==> src/rtl/timing_nco_pkg.sv <==
package timing_nco_pkg;
    localparam int NCO_ACC_W  = 25;
    localparam int NCO_ERR_W  = 16;
    localparam int NCO_FRAC_W = 5;
endpackage

==> src/rtl/tnco_step_calc.sv <==
module tnco_step_calc #(
    parameter int ACC_W = timing_nco_pkg::NCO_ACC_W,
    parameter int ERR_W = timing_nco_pkg::NCO_ERR_W
) (
    input  logic                    clk,
    input  logic                    rst,
    input  logic [ACC_W-1:0]        freq_word,
    input  logic signed [ERR_W-1:0] ted_err,
    output logic [ACC_W-1:0]        step
);
    localparam int EXT_W = ACC_W - ERR_W;

    logic [ACC_W-1:0] err_ext;

    always_comb begin
        err_ext = {{EXT_W{ted_err[ERR_W-1]}}, ted_err};
        step    = freq_word + err_ext;
    end

    // a zero correction leaves the nominal word untouched
    a_r3_zero_err_passes_nominal: assert property (@(posedge clk) disable iff (rst)
        (ted_err == '0) |-> (step == freq_word));
endmodule

==> src/rtl/tnco_phase_acc.sv <==
module tnco_phase_acc #(
    parameter int ACC_W = timing_nco_pkg::NCO_ACC_W
) (
    input  logic             clk,
    input  logic             rst,
    input  logic [ACC_W-1:0] step,
    output logic [ACC_W-1:0] phase_q,
    output logic             wrap_q
);
    typedef struct packed {
        logic [ACC_W-1:0] phase;
        logic             wrap;
    } acc_t;

    acc_t         st_d, st_q;
    logic [ACC_W:0] sum_d;

    always_comb begin
        sum_d      = {1'b0, st_q.phase} + {1'b0, step};
        st_d.phase = sum_d[ACC_W-1:0];
        st_d.wrap  = sum_d[ACC_W];
        if (rst) begin
            st_d = '0;
        end
    end

    always_ff @(posedge clk) begin
        st_q <= st_d;
    end

    assign phase_q = st_q.phase;
    assign wrap_q  = st_q.wrap;

    // checker support: high when the previous edge was a real update
    logic upd_q;
    always_ff @(posedge clk) begin
        if (rst) upd_q <= 1'b0;
        else     upd_q <= 1'b1;
    end

    a_r1_reset_clears: assert property (@(posedge clk)
        $past(rst) == 1'b1 |-> (phase_q == '0 && !wrap_q));

    a_r4_wrap_lands_low: assert property (@(posedge clk) disable iff (rst)
        (upd_q && wrap_q) |-> (phase_q < $past(step)));

    a_r4_no_wrap_no_fall: assert property (@(posedge clk) disable iff (rst)
        (upd_q && !wrap_q) |-> (phase_q >= $past(phase_q)));

    a_r6_zero_step_holds: assert property (@(posedge clk) disable iff (rst)
        (upd_q && $past(step) == '0) |-> (!wrap_q && $stable(phase_q)));
endmodule

==> src/rtl/timing_nco.sv <==
module timing_nco #(
    parameter int ACC_W  = timing_nco_pkg::NCO_ACC_W,
    parameter int ERR_W  = timing_nco_pkg::NCO_ERR_W,
    parameter int FRAC_W = timing_nco_pkg::NCO_FRAC_W
) (
    input  logic                    clk,
    input  logic                    rst,
    input  logic [ACC_W-1:0]        freq_word,
    input  logic signed [ERR_W-1:0] ted_err,
    output logic [FRAC_W-1:0]       frac_idx,
    output logic                    sym_strobe
);
    localparam int FRAC_LSB = ACC_W - FRAC_W;

    logic [ACC_W-1:0] step;
    logic [ACC_W-1:0] phase_q;
    logic             wrap_q;

    tnco_step_calc #(.ACC_W(ACC_W), .ERR_W(ERR_W)) u_step (
        .clk       (clk),
        .rst       (rst),
        .freq_word (freq_word),
        .ted_err   (ted_err),
        .step      (step)
    );

    tnco_phase_acc #(.ACC_W(ACC_W)) u_acc (
        .clk     (clk),
        .rst     (rst),
        .step    (step),
        .phase_q (phase_q),
        .wrap_q  (wrap_q)
    );

    // index tap and strobe come from the same register
    assign frac_idx   = phase_q[FRAC_LSB +: FRAC_W];
    assign sym_strobe = wrap_q;

    a_r5_strobe_drops_index: assert property (@(posedge clk) disable iff (rst)
        (sym_strobe && $past(!rst) && $past(step) < (ACC_W'(1) << FRAC_LSB))
        |-> (frac_idx <= $past(frac_idx)));
endmodule

==> config.mk <==
export PLATFORM = sky130hd
export DESIGN_NAME = timing_nco
export DESIGN_NICKNAME = d
export VERILOG_FILES = /design/src/rtl/timing_nco_pkg.sv /design/src/rtl/tnco_step_calc.sv /design/src/rtl/tnco_phase_acc.sv /design/src/rtl/timing_nco.sv
export SDC_FILE = /design/constraint.sdc
export NUM_CORES = 1
export LEC_CHECK = 0
export ABC_AREA = 1
export BUFFER_PORTS_ARGS = -buffer_cell sky130_fd_sc_hd__buf_2
export CORE_MARGIN = 8
export CORE_UTILIZATION = 50
export CTS_BUF_LIST = sky130_fd_sc_hd__clkbuf_16
export DETAILED_ROUTE_END_ITERATION = 8
export PLACE_DENSITY = 0.8
export SLEW_MARGIN = 20
export SYNTH_ARGS = -nofsm -noshare
export SYNTH_HDL_FRONTEND = slang
export SYNTH_SLANG_ARGS = --single-unit
==> constraint.sdc <==
create_clock -name clk -period 3.2 [get_ports clk]
set_input_delay 0.32 -clock clk [delete_from_list [all_inputs] [get_ports clk]]
set_output_delay 0.32 -clock clk [all_outputs]
set_load 0.005 [all_outputs]
==> impl_results.md <==
* Status: complete, no violations
* DRT met1 WL at 4829 um
* Mux cell area share after synthesis at 0
* Mapped Cells at 747
* WP buf/inv at 3
* DR top layer: met4
* Synth top area share at 0.2375
* Crit Path Class: in2reg
* Die area at 0.01149 mm2
* Die X at 107.2 um
* Cells along the critical path: buf_2 -> ha_1 -> inv_1 -> fa_1 -> nand3b_1 -> nand2_1 -> nand2_1 -> nand2_1 -> nand2_1 -> nand2_1 -> xor2_1 -> ha_1 -> nand2_2 -> inv_1 -> nand2_1 -> nand2_1 -> nand2_1 -> nand2_1 -> a21oi_1 -> nand2_1 -> nand2_1 -> nor2_1
* Dpl hpwl at 9553 um
* Worst hold slack at 0.2399 ns
* Leakage power at 0.002738 uW
* Syn-to-layout area delta at 10.17%
* Max-cap violations at 0
* Hold Crit Class: in2reg
* H-tree Lvls at 1
* Placed Area at 0.004459 mm2
* Seq/Total Area, Yosys at 0.1252
* Rows at 33
* RSZ-0062 raised after global routing: false
* Cell family with most CP delay: simple AND/OR/NAND/NOR gates
* Placed cell count at 890
* Most frequent cells after synthesis: nand2_1, inv_1, nor2_1
* Final setup viols at 0
* Worst Hold Launch: rst
* Vias in the first global route at 4357
* Fill count at 838
* Skew final at 0.002358 ns
* Simple-Gate Fraction of Synth Area at 0.4407
* Hold Path End: u_acc.phase_q[0]
* CTS Root Cell: clkbuf_16
* Post-synthesis xor/xnor area fraction at 0.03161
* Mapped Nets at 842
* I/O pin count at 49
* CTS tree: yes
* Crit-path max FO at 5
* Power Dens Cells at 705.3 mW/mm2
* First-pass GRT wire length at 18780 um
* GP Congestion at 0.9212
* Ys async rst share at 0
* CP endpoint kind: flip-flop
* Antenna violations before repair at 0
* Non-filler instance count after layout at 894
* Total track usage at 0.1981
* TritonCTS buffer count at 3
* Die Span Y at 107.2 um
* Fin util at 0.5630
* Cell Area, Synth at 0.004156 mm2
* Total gr overflow at 0
* Final antenna-violating net count at 0
* Required @ worst endpoint at 3.37 ns
* Register bit total from synthesis at 26
* Core ar. at 0.008134 mm2
* WL final at 11260 um
* Synth Area in Adders at 0.1601
* EDFF count, synth at 0
* Ant. Diodes at 0
* Vias per cell at 5.089
* Bufs on Longest Clock Path at 2
* # DRC at 0
* Routed wl met3 at 518 um
* Top cell by count, worst path: nand2_1
* Minimum clock period at 2.963 ns
* Top FF cell, synth: dfxtp_1
* Synth top area cells: nand2_1, ha_1, dfxtp_1, inv_1, nor2_1
* Port Buffers at 48
* Tcrit/Tclk final at 0.9260
* Reg2reg start: u_acc.phase_q[0]
* Worst-margin pin slew at 0.7905 ns
* CTS sink count at 26
* WP data arrival at 3.13 ns
* Synth Area in Compound Gates at 0.09843
* Final setup margin at 0.2368 ns
* Synthesized area per cell at 5.564 um2
* Largest net degree at the start of global routing at 24
* Crit Reg-Reg Endpoint: u_acc.phase_q[20]
* Count leader, synth: nand2_1
* Routed via count at 4550
* Worst reg-to-reg path cell count at 10
* Initial DRC count at 271
* Top cell type by total area after synthesis: nand2_1
* Clk_lat worst skew at 0.27 ns
* FMAX at 0.3375 GHz
* Synth unique cells at 34
* Final Instance Area at 0.004579 mm2
* DP Worst Slack at -0.02803 ns
* Relative slew slack at 0.4724
* Routed len/inst at 12.60 um
* Final hold violations at 0
* Multi-input gate area at 0.003053 mm2
* CP startpoint kind: input port
* Clk pin slew, worst setup/hold paths at 0.07 ns
* Met2 Routed Length at 5343 um
* First-pass iteration count of the detailed router at 5
* Final Net Count at 885
* Reg2Reg Setup Slack at 1.33 ns
* Yosys warnings at 0
* Worst vdd ir at 337.0 uV
* Slew Limit Fails at 0
* Hold depth at 2
* Largest family of logic cells by synthesized area: simple AND/OR/NAND/NOR gates
* Storage cell area at 520.5 um2
* Slowest CP cell: fa_1
* Max stage delay on crit path at 0.39 ns
* Layout cells sized above 1 at 0.1153
* Initial core utilization at 0.5110
[worst reg2reg max path, delay by kind of cell, from the launching register on]
family / cells / cell delay (ns)
DFF: 1 / 0.30
adders and majority gates: 2 / 0.67
buffers and inverters: 1 / 0.04
and+or+nand+nor: 7 / 0.78
[how the worst max path moves through the flow]
stage / slack [ns] / cells after the start / from / to
floorplan: 0.51 / 22 / freq_word[0] / u_acc.phase_q[21]
global placement: 0.007 / 14 / ted_err[15] / u_acc.wrap_q
detailed placement: -0.03 / 23 / freq_word[0] / u_acc.phase_q[22]
CTS: 0.26 / 23 / freq_word[0] / u_acc.phase_q[22]
global route: 0.02 / 18 / ted_err[15] / u_acc.phase_q[22]
finish: 0.24 / 22 / freq_word[0] / u_acc.phase_q[15]
[cell type report]
class	instances	share of cell area
Inverter	141	0.1156
Sequential cell	26	0.1137
Clock buffer	3	0.01639
Timing Repair Buffer	48	0.05246
Clock inverter	1	0.006557
Tap cell	105	0.02869
Multi-Input combinational cell	570	0.6667
[layout by cell type (no fill, tap or decap), drive strengths merged, types with 3 or more instances in the layout]
cell	Yosys	routed
clkbuf	0	3
nand2	274	274
xor2	13	13
nand3	37	37
o21ai	20	20
inv	139	139
nand4	13	13
nand3b	3	3
nor3	8	8
dfxtp	26	26
ha	50	50
a21oi	52	52
or2	3	3
buf	10	48
nor2	85	85
[stage by stage]
| step | setup TNS (ns) | power (uW) |
|---|---|---|
| after floorplan | 0 | 2321 |
| after global placement | 0 | 2731 |
| after detailed placement | -0.03521 | 2794 |
| after CTS | 0 | 3191 |
| after global routing | 0 | 3585 |
| final | 0 | 3230 |
[power breakdown]
part | total [uW] | internal [uW] | switching, uW
Sequential | 524 | 465 | 58.6
Combinational | 2320 | 797 | 1530
Clock | 384 | 250 | 134
[per-layer routing]
layer | GRT usage | vias up
li1 | - | 2400
met2 | 0.3464 | 107
met4 | 0.1256 | 0
met3 | 0.01980 | 37
met5 | 0 | -
met1 | 0.2256 | 2006
[cell families (layout without fill, tap and decap cells)]
kind of cell | Yosys count | in the layout
AOI/OAI and AO/OA | 77 | 77
xor gates and xnor gates | 15 | 15
adders and majority gates | 52 | 52
buffers and inverters | 151 | 193
DFF | 26 | 26
and+or+nand+nor | 426 | 426
[what timing repair did]
item                       CTS  global route
hold buffers                 0             0
buffers inserted             0             0
setup endpoints to repair    0             2
resized for setup            0             3
[registers in the layout, summed over array words and instances (netlist names)]
signal         flops
u_acc.phase_q     25
u_acc.wrap_q       1
No activity file was read; power rests on OpenSTA's default activity.
